File: src/rtl/mou_pkg.sv
package mou_pkg;
    parameter int ADDR_W = 16;
    parameter int TAG_W  = 4;

    typedef logic [ADDR_W-1:0] addr_t;
    typedef logic [TAG_W-1:0]  tag_t;

    typedef struct packed {
        logic  is_store;
        tag_t  tag;
        addr_t addr;
    } mem_op_t;

    typedef struct packed {
        logic  valid;
        logic  ready;
        tag_t  tag;
        addr_t addr;
    } sb_entry_t;

    typedef struct packed {
        logic  valid;
        logic  we;
        tag_t  tag;
        addr_t addr;
    } cache_req_t;
endpackage

File: src/rtl/mou_rs_queue.sv
module mou_rs_queue
    import mou_pkg::*;
#(
    parameter int DEPTH = 4
) (
    input  logic    clk,
    input  logic    rst,
    input  logic    in_valid,
    input  mem_op_t in_op,
    output logic    in_ready,
    output logic    head_valid,
    output mem_op_t head_op,
    input  logic    head_pop
);
    localparam int PTR_W = (DEPTH > 1) ? $clog2(DEPTH) : 1;
    localparam int CNT_W = $clog2(DEPTH + 1);
    localparam logic [PTR_W-1:0] LAST = PTR_W'(DEPTH - 1);
    localparam logic [CNT_W-1:0] FULL_CNT = CNT_W'(DEPTH);

    mem_op_t            slots [DEPTH];
    logic [PTR_W-1:0]   wr_ptr, rd_ptr;
    logic [CNT_W-1:0]   count;
    logic               empty, push, pop_slot;

    assign empty      = (count == '0);
    assign in_ready   = (count != FULL_CNT);
    // empty queue: incoming op is presented at the head in its dispatch cycle
    assign head_valid = !empty || in_valid;
    assign head_op    = empty ? in_op : slots[rd_ptr];
    assign push       = in_valid && in_ready && !(empty && head_pop);
    assign pop_slot   = head_pop && !empty;

    always_ff @(posedge clk) begin
        if (push) begin
            slots[wr_ptr] <= in_op;
        end
    end

    always_ff @(posedge clk) begin
        if (rst) begin
            wr_ptr <= '0;
            rd_ptr <= '0;
            count  <= '0;
        end else begin
            if (push) begin
                wr_ptr <= (wr_ptr == LAST) ? '0 : wr_ptr + 1'b1;
            end
            if (pop_slot) begin
                rd_ptr <= (rd_ptr == LAST) ? '0 : rd_ptr + 1'b1;
            end
            count <= count + CNT_W'(push) - CNT_W'(pop_slot);
        end
    end
endmodule

File: src/rtl/mou_store_buffer.sv
module mou_store_buffer
    import mou_pkg::*;
#(
    parameter int DEPTH = 2,
    localparam int CNT_W = $clog2(DEPTH + 1)
) (
    input  logic             clk,
    input  logic             rst,
    input  logic             push,
    input  tag_t             push_tag,
    input  addr_t            push_addr,
    input  logic             ret_valid,
    input  tag_t             ret_tag,
    input  logic             pop,
    input  addr_t            query_addr,
    output logic             alias_hit,
    output logic             full,
    output logic             head_ready,
    output tag_t             head_tag,
    output addr_t            head_addr,
    output logic [CNT_W-1:0] count
);
    localparam int PTR_W = (DEPTH > 1) ? $clog2(DEPTH) : 1;
    localparam logic [PTR_W-1:0] LAST = PTR_W'(DEPTH - 1);
    localparam logic [CNT_W-1:0] FULL_CNT = CNT_W'(DEPTH);

    sb_entry_t          ent [DEPTH];
    logic [DEPTH-1:0]   hit_vec;
    logic [PTR_W-1:0]   wr_ptr, rd_ptr;
    sb_entry_t          head;

    // exact full-width compare against every valid entry
    for (genvar g = 0; g < DEPTH; g++) begin : g_cmp
        assign hit_vec[g] = ent[g].valid && (ent[g].addr == query_addr);
    end

    assign alias_hit  = |hit_vec;
    assign head       = ent[rd_ptr];
    assign head_ready = head.valid && head.ready;
    assign head_tag   = head.tag;
    assign head_addr  = head.addr;
    assign full       = (count == FULL_CNT);

    always_ff @(posedge clk) begin
        if (rst) begin
            for (int i = 0; i < DEPTH; i++) begin
                ent[i] <= '0;
            end
            wr_ptr <= '0;
            rd_ptr <= '0;
            count  <= '0;
        end else begin
            for (int i = 0; i < DEPTH; i++) begin
                if (ret_valid && ent[i].valid && (ent[i].tag == ret_tag)) begin
                    ent[i].ready <= 1'b1;
                end
            end
            if (pop) begin
                ent[rd_ptr].valid <= 1'b0;
                rd_ptr <= (rd_ptr == LAST) ? '0 : rd_ptr + 1'b1;
            end
            if (push) begin
                ent[wr_ptr] <= '{valid: 1'b1, ready: 1'b0, tag: push_tag, addr: push_addr};
                wr_ptr <= (wr_ptr == LAST) ? '0 : wr_ptr + 1'b1;
            end
            count <= count + CNT_W'(push) - CNT_W'(pop);
        end
    end
endmodule

File: src/rtl/mou_port_arbiter.sv
module mou_port_arbiter
    import mou_pkg::*;
(
    input  logic       rs_head_valid,
    input  mem_op_t    rs_head,
    input  logic       sb_full,
    input  logic       ld_alias,
    input  logic       sb_head_ready,
    input  tag_t       sb_head_tag,
    input  addr_t      sb_head_addr,
    output logic       rs_pop,
    output logic       sb_push,
    output logic       sb_pop,
    output cache_req_t req
);
    logic st_issue, ld_issue;

    assign st_issue = rs_head_valid && rs_head.is_store && !sb_full;
    // retiring store owns the port; aliasing loads wait for the write
    assign ld_issue = rs_head_valid && !rs_head.is_store && !ld_alias && !sb_head_ready;

    assign sb_push = st_issue;
    assign sb_pop  = sb_head_ready;
    assign rs_pop  = st_issue || ld_issue;

    always_comb begin
        req = '0;
        if (sb_head_ready) begin
            req = '{valid: 1'b1, we: 1'b1, tag: sb_head_tag, addr: sb_head_addr};
        end else if (ld_issue) begin
            req = '{valid: 1'b1, we: 1'b0, tag: rs_head.tag, addr: rs_head.addr};
        end
    end
endmodule

File: src/rtl/mem_order_unit.sv
module mem_order_unit
    import mou_pkg::*;
#(
    parameter int RS_DEPTH = 4,
    parameter int SB_DEPTH = 2
) (
    input  logic                       clk,
    input  logic                       rst,
    input  logic                       disp_valid,
    input  logic                       disp_is_store,
    input  logic [mou_pkg::TAG_W-1:0]  disp_tag,
    input  logic [mou_pkg::ADDR_W-1:0] disp_addr,
    output logic                       disp_ready,
    input  logic                       ret_valid,
    input  logic [mou_pkg::TAG_W-1:0]  ret_tag,
    output logic                       cache_valid,
    output logic                       cache_we,
    output logic [mou_pkg::TAG_W-1:0]  cache_tag,
    output logic [mou_pkg::ADDR_W-1:0] cache_addr
);
    localparam int SB_CNT_W = $clog2(SB_DEPTH + 1);

    mem_op_t             disp_op, rs_head;
    logic                rs_head_valid, rs_pop;
    logic                sb_push, sb_pop, sb_full, sb_head_ready, ld_alias;
    tag_t                sb_head_tag;
    addr_t               sb_head_addr;
    logic [SB_CNT_W-1:0] sb_count;
    cache_req_t          req;

    assign disp_op = '{is_store: disp_is_store, tag: disp_tag, addr: disp_addr};

    mou_rs_queue #(.DEPTH(RS_DEPTH)) u_rsq (
        .clk        (clk),
        .rst        (rst),
        .in_valid   (disp_valid),
        .in_op      (disp_op),
        .in_ready   (disp_ready),
        .head_valid (rs_head_valid),
        .head_op    (rs_head),
        .head_pop   (rs_pop)
    );

    mou_store_buffer #(.DEPTH(SB_DEPTH)) u_sb (
        .clk        (clk),
        .rst        (rst),
        .push       (sb_push),
        .push_tag   (rs_head.tag),
        .push_addr  (rs_head.addr),
        .ret_valid  (ret_valid),
        .ret_tag    (ret_tag),
        .pop        (sb_pop),
        .query_addr (rs_head.addr),
        .alias_hit  (ld_alias),
        .full       (sb_full),
        .head_ready (sb_head_ready),
        .head_tag   (sb_head_tag),
        .head_addr  (sb_head_addr),
        .count      (sb_count)
    );

    mou_port_arbiter u_arb (
        .rs_head_valid (rs_head_valid),
        .rs_head       (rs_head),
        .sb_full       (sb_full),
        .ld_alias      (ld_alias),
        .sb_head_ready (sb_head_ready),
        .sb_head_tag   (sb_head_tag),
        .sb_head_addr  (sb_head_addr),
        .rs_pop        (rs_pop),
        .sb_push       (sb_push),
        .sb_pop        (sb_pop),
        .req           (req)
    );

    assign cache_valid = req.valid;
    assign cache_we    = req.we;
    assign cache_tag   = req.tag;
    assign cache_addr  = req.addr;
endmodule

File: config.mk
export PLATFORM = sky130hd
export DESIGN_NAME = mem_order_unit
export DESIGN_NICKNAME = d
export VERILOG_FILES = /design/src/rtl/mou_pkg.sv /design/src/rtl/mou_rs_queue.sv /design/src/rtl/mou_store_buffer.sv /design/src/rtl/mou_port_arbiter.sv /design/src/rtl/mem_order_unit.sv
export SDC_FILE = /design/constraint.sdc
export NUM_CORES = 1
export LEC_CHECK = 0
export BUFFER_PORTS_ARGS = -buffer_cell sky130_fd_sc_hd__buf_2
export CORE_MARGIN = 5
export CORE_UTILIZATION = 65
export CTS_BUF_LIST = sky130_fd_sc_hd__clkbuf_2
export DETAILED_ROUTE_END_ITERATION = 8
export GPL_TIMING_DRIVEN = 0
export PLACE_DENSITY = 0.94
export SYNTH_ARGS = -nofsm -noshare
export SYNTH_HDL_FRONTEND = slang
export SYNTH_SLANG_ARGS = --single-unit
File: constraint.sdc
create_clock -name clk -period 5.5 [get_ports clk]
set_input_delay 1.375 -clock clk [delete_from_list [all_inputs] [get_ports clk]]
set_output_delay 1.375 -clock clk [all_outputs]
set_load 0.02 [all_outputs]
## Word level (Yosys, flattened, before mapping)

Memory sizes are Yosys's and may differ from the RTL's. A register that Yosys moved wholly into a read port is not among the register bits.
Index checks and enable logic that the tools add are counted.

| storage, ports and cells | value |
|---|---|
| memory bits (writable) | 128 |
| bits in registers | 11 |
| output and inout bits | 23 |
| memories kept | 2 |
| word-level logic and storage cells | 81 |
| bits of input ports | 29 |

Memory list:

| memory | words | width | read ports | clocked after Yosys merged registers in | wr ports | RTL line | text |
|---|---|---|---|---|---|---|---|
| u_rsq.slots | 4 | 21 | 1 | 1 | 1 | mou_rs_queue.sv:20 | `mem_op_t slots [DEPTH];` |
| u_sb.ent | 2 | 22 | 3 | 1 | 4 | mou_store_buffer.sv:27 | `sb_entry_t ent [DEPTH];` |

| cells by class | value |
|---|---|
| add/subtract/negate cells | 8 |
| muxes and demuxes | 29 |
| reduce and logical (&&, ||, !) cells | 26 |
| bitwise gates (word level) | 2 |
| equality and inequality tests | 8 |

Operator list:

| operator | number |
|---|---|
| $mux W22 | 2 |
| $eq A16 B16 Y1 | 2 |
| $mux W1 | 22 |
| $mux W21 | 1 |
| $logic_and A1 B1 Y1 | 16 |
| $eq A4 B4 Y1 | 2 |
| $mux W2 | 4 |
| $eq A2 B2 Y1 const B | 3 |
| $logic_not A1 Y1 | 6 |
| $add A2 B1 Y2 const B | 2 |
| $add A3 B1 Y3 | 1 |
| $logic_not A3 Y1 | 1 |
| $ne A3 B3 Y1 const B | 1 |
| $sub A3 B1 Y3 | 1 |
| $add A1 B1 Y1 const B | 2 |
| $add A2 B1 Y2 | 1 |
| $logic_or A1 B1 Y1 | 2 |
| $or A1 B1 Y1 | 2 |
| $reduce_or A2 Y1 | 1 |
| $sub A2 B1 Y2 | 1 |

## Depth between registers and ports, before layout

| depth | value |
|---|---|
| word-level depth | 14 |
| gate-level depth with buffers | 17 |
| gate-level depth less buffers | 15 |

## Cells and area by module

A second synthesis with hierarchy kept.

| unflattened totals | value |
|---|---|
| cell total of the unflattened synthesis | 439 |
| area total of the unflattened synthesis | 6705.2 um2 |

By module, submodules not included:

| module | seq. area each (um2) | cells each | area an instance (um2) | times used |
|---|---|---|---|---|
| mou_rs_queue | 2702.6 | 183 | 3758.6 | 1 |
| mou_store_buffer | 1381.3 | 201 | 2518.7 | 1 |
| mou_port_arbiter | 0.0 | 55 | 427.9 | 1 |

## Least setup slack after synthesis

OpenSTA, ideal clock, no wires.

| timing | value |
|---|---|
| kind | input -> output |
| from | input disp_addr[6] in the netlist's numbering |
| to | output cache_addr[4] in the netlist's numbering |
| setup slack | 0.963 ns |
| buffers on the path | 1 |
| data arrival time | 3.162 ns |
| stages | 10 |
| required time | 4.125 ns |
| cell sequence | xnor2_1 > nand4_1 > or4_1 > a22oi_1 > nand3_2 > o211ai_2 > or2_4 > buf_6 > or3_1 > o21ai_0 |

| on the way | value |
|---|---|
| word-level cells in the longest chain between the ends | 9 |
| elaborated cells between the ends (all ways) | 11 |
| classes of those cells | eq/ne: 2; mux: 3; reduce/logical: 6 |

RTL lines:

| element | RTL line | text |
|---|---|---|
| from (decl) | mem_order_unit.sv:12 | `input logic [mou_pkg::ADDR_W-1:0] disp_addr,` |
| $mux W21 (*) | mou_rs_queue.sv:29 | `assign head_op = empty ? in_op : slots[rd_ptr];` |
| $eq A16 B16 Y1 | mou_store_buffer.sv:34 | `assign hit_vec[g] = ent[g].valid && (ent[g].addr == query_addr);` |
| $logic_and A1 B1 Y1 | mou_store_buffer.sv:34 |  |
| $reduce_or A2 Y1 (*) | mou_store_buffer.sv:37 | `assign alias_hit = \|hit_vec;` |
| $logic_not A1 Y1 (*) | mou_port_arbiter.sv:20 | `assign ld_issue = rs_head_valid && !rs_head.is_store && !ld_alias && !sb_head_ready;` |
| $logic_and A1 B1 Y1 (*) (2 in series) | mou_port_arbiter.sv:20 |  |
| $mux W22 (*) | mou_port_arbiter.sv:30 | `end else if (ld_issue) begin` |
| $mux W22 (*) | mou_port_arbiter.sv:28 | `if (sb_head_ready) begin` |
| to (decl) | mem_order_unit.sv:19 | `output logic [mou_pkg::ADDR_W-1:0] cache_addr` |

Every way passes the cells marked *; elsewhere a longest branch is shown, timed or not.

==> metrics.csv <==
metric,value,unit
cts-htree-levels,4,
hold_viol,0,
synthCells,502,
numCtsBuffers,17,
grt_pass1_wl,26.3,mm
clk_path_buf_depth,2,
final.period_utilization,97.3,%
drtAntennaViolNets,0,
ctsRootBufferMaster,clkbuf_2,
nets,612,
instances_no_fill,721,
synth-seq-cells,142,
grt_usage,27.8,%
design.core.area,10400,um2
grt_pass1_vias,4696,
dieWidth,113,um
routed_wl,17.2,mm
critPathLaunchType,flip-flop,
path_clk_slew,0.22,ns
io_buffers,51,
n_fill_cell,682,
path_buf_inv,3,
timing.final.crit_period,5.35,ns
syn2layout_area_growth,9.71,%
drt_pre_antenna_iters,7,
ys.warnings.count,0,
initial_utilization,67.0,%
cp_max_fo,10,
drt-initial-drc-count,584,
die_area,12800,um2
num_vias,4671,
status,completed,
max_stage_delay,0.66,ns
syn_nets,541,
drive_gt1_share,21.0,%
end_kind,output pin,
synth_cell_types,53,
wire_per_inst,23.9,um
rsz0062_at_grt,no,
cts.sinks,142,
maxSlewViolCount,0,
cpMaxStageDelayCell,mux4_1,
pwr_density_cell,535,nW/um2
critPathTopFamily,simple AND/OR/NAND/NOR gates,
p_leak,0.00270,uW
cts_tree,yes,
grt_overflow,0,
finalSetupViolCount,0,
syn_avg_cell_area,13.8,um2
finalSetupTns,0,ns
slew_headroom,10.8,%
post_cts_buffers,0,
io-pin-count,52,
worstPathArrival,3.98,ns
postSynth.asyncResetShare,0,%
cap_violations,0,
hp-class,flip-flop to flip-flop,
clock_latency,0.70,ns
viasPerCell,6.48,
synth-edff-count,124,
synthFlopType,edfxtp_1,
max_freq,187,MHz
vdd_ir_drop_max,0.000454,V
cp_common_cell,buf_6,
rows,37,
antenna_cells,0,
worstMarginPinSlew,1.34,ns
min_path_cells,2,
dp_hpwl,11.8,mm
drc,0,
cp_cell_sequence,buf_6 -> mux4_1 -> xnor2_1 -> nand4_1 -> nor4_1 -> o21ai_1 -> o211ai_2 -> or2_4 -> buf_6 -> or3_1 -> o21ai_0 -> buf_2,
globalplace.congestion,0.985,
place_inst,690,
worstPathRequired,4.12,ns
grt_max_degree,22,
netlist_area,6940,um2
r2r_cells,10,
die_h,113,um
path_depth,12,
critPathKind,flip-flop to output pin,
antenna_found_initial,0,
synth_seq_area_share,58.8,%
final.setup_skew,0.0248,ns
[layout by cell type (no fill, tap or decap), types with 3 or more instances in the layout]
cell type	n
edfxtp_1	124
buf_2	55
nor2_1	54
xnor2_1	48
mux2i_1	37
or3_1	21
o21ai_0	20
clkbuf_2	19
inv_1	18
dfxtp_1	17
mux4_2	16
xor2_1	16
clkbuf_1	12
nand4_1	10
nand2_1	9
ha_1	9
and2_1	7
nand3_1	6
nor3_1	6
buf_6	5
mux4_1	5
nand2b_1	5
clkinvlp_4	5
nor2b_1	4
a22oi_1	3
a21oi_1	3
o21ai_1	3
[report_power, final]
| group | internal [uW] | switching [uW] | leakage, uW |
|---|---|---|---|
| Sequential | 1460 | 158 | 0.00133 |
| Combinational | 739 | 1120 | 0.00123 |
| Clock | 212 | 389 | 0.000129 |
[tightest hold or removal path: cells and delay by family, from the launching register on]
| kind | cells | cell delay (ns) |
|---|---|---|
| flip-flops | 1 | 0.37 |
| AND/OR/NAND/NOR | 2 | 0.16 |
[final cells by class]
cell class	count	area, um2	area share (%)
multi-input combinational	318	2640	34.6
inverter	18	67.6	0.887
buffer	24	156	2.05
timing repair buffer	52	270	3.55
clock inverter	12	138	1.81
sequential	142	4090	53.6
tap	136	170	2.23
clock buffer	19	95.1	1.25
[metrics by stage]
stage | worst slack, ns | utilization [%] | power (uW) | hold slack (ns) | cell area, um2
finish | 0.149 | 73.5 | 4080 | 0.538 | 7620
global route | 0.00311 | 73.5 | 4280 | 0.566 | 7620
CTS | 0.0728 | 73.5 | 4060 | 0.517 | 7620
detailed placement | 0.213 | 71.2 | 3470 | 0.472 | 7390
global placement | 0.272 | 71.1 | 3360 | 0.451 | 7370
floorplan | 0.963 | - | 2890 | 0.440 | 6940
[flip-flops by register name, indices dropped and copies added, names as in the netlist, named ones only]
register,flops
u_rsq.count,3
u_sb.count,2
u_rsq.rd_ptr,2
u_rsq.wr_ptr,2
u_sb.rd_ptr,1
u_sb.ent,44
u_sb.wr_ptr,1
u_rsq.slots,84
[synthesized netlist by cell type (3+ instances only)]
cell type	number	area [um2]
mux4_2	15	338
a21oi_1	3	15.0
nand3_1	6	30.0
inv_1	18	67.6
dfxtp_1	18	360
ha_1	9	113
and2_1	7	43.8
edfxtp_1	124	3720
buf_6	5	56.3
o21ai_0	20	100
nor2_1	54	203
mux4_1	6	158
nand4_1	10	62.6
xnor2_1	48	420
nand2b_1	5	31.3
a22oi_1	3	22.5
buf_2	4	20.0
clkbuf_1	12	45.0
nand2_1	9	33.8
o21ai_1	3	15.0
nor3_1	6	30.0
nor2b_1	4	25.0
or3_1	21	131
xor2_1	16	140
mux2i_1	37	370
[final timing paths]
kind	startpoint	to	slack, ns
hold / removal	u_sb.count[1]	u_sb.count[1]	0.54
hold reg to reg	u_sb.count[1]	u_sb.count[1]	0.54
setup reg to reg	flip-flop	u_rsq.slots[2][1]	1.35
setup / recovery	flip-flop	cache_tag[1]	0.15
[cells by family (layout without fill, tap and decap cells)]
logic type                 after synthesis  after routing  synth area share [%]
adders and majority gates               10             10                  1.91
and+or+nand+nor                        133            133                  9.73
AOI/OAI and AO/OA                       50             50                  4.90
muxes                                   61             61                  13.3
buffers and inverters                   42            125                  3.23
DFF                                    142            142                  58.8
xor gates and xnor gates                64             64                  8.07
[metal layers]
| metal | track usage (%) | wire (um) | up-vias |
|---|---|---|---|
| met4 | 11.1 | 592 | 0 |
| li1 | - | - | 2019 |
| met5 | 0 | 0 | - |
| met1 | 36.0 | 6430 | 2273 |
| met3 | 7.01 | 1880 | 60 |
| met2 | 45.2 | 8290 | 319 |
[timing repair]
action                                  CTS  global route
gates resized for setup                   0             2
hold endpoints to repair                  0             0
hold buffers                              0             0
endpoints found under the setup margin    0            11
Note: power is estimated with default switching activity, not from simulation.
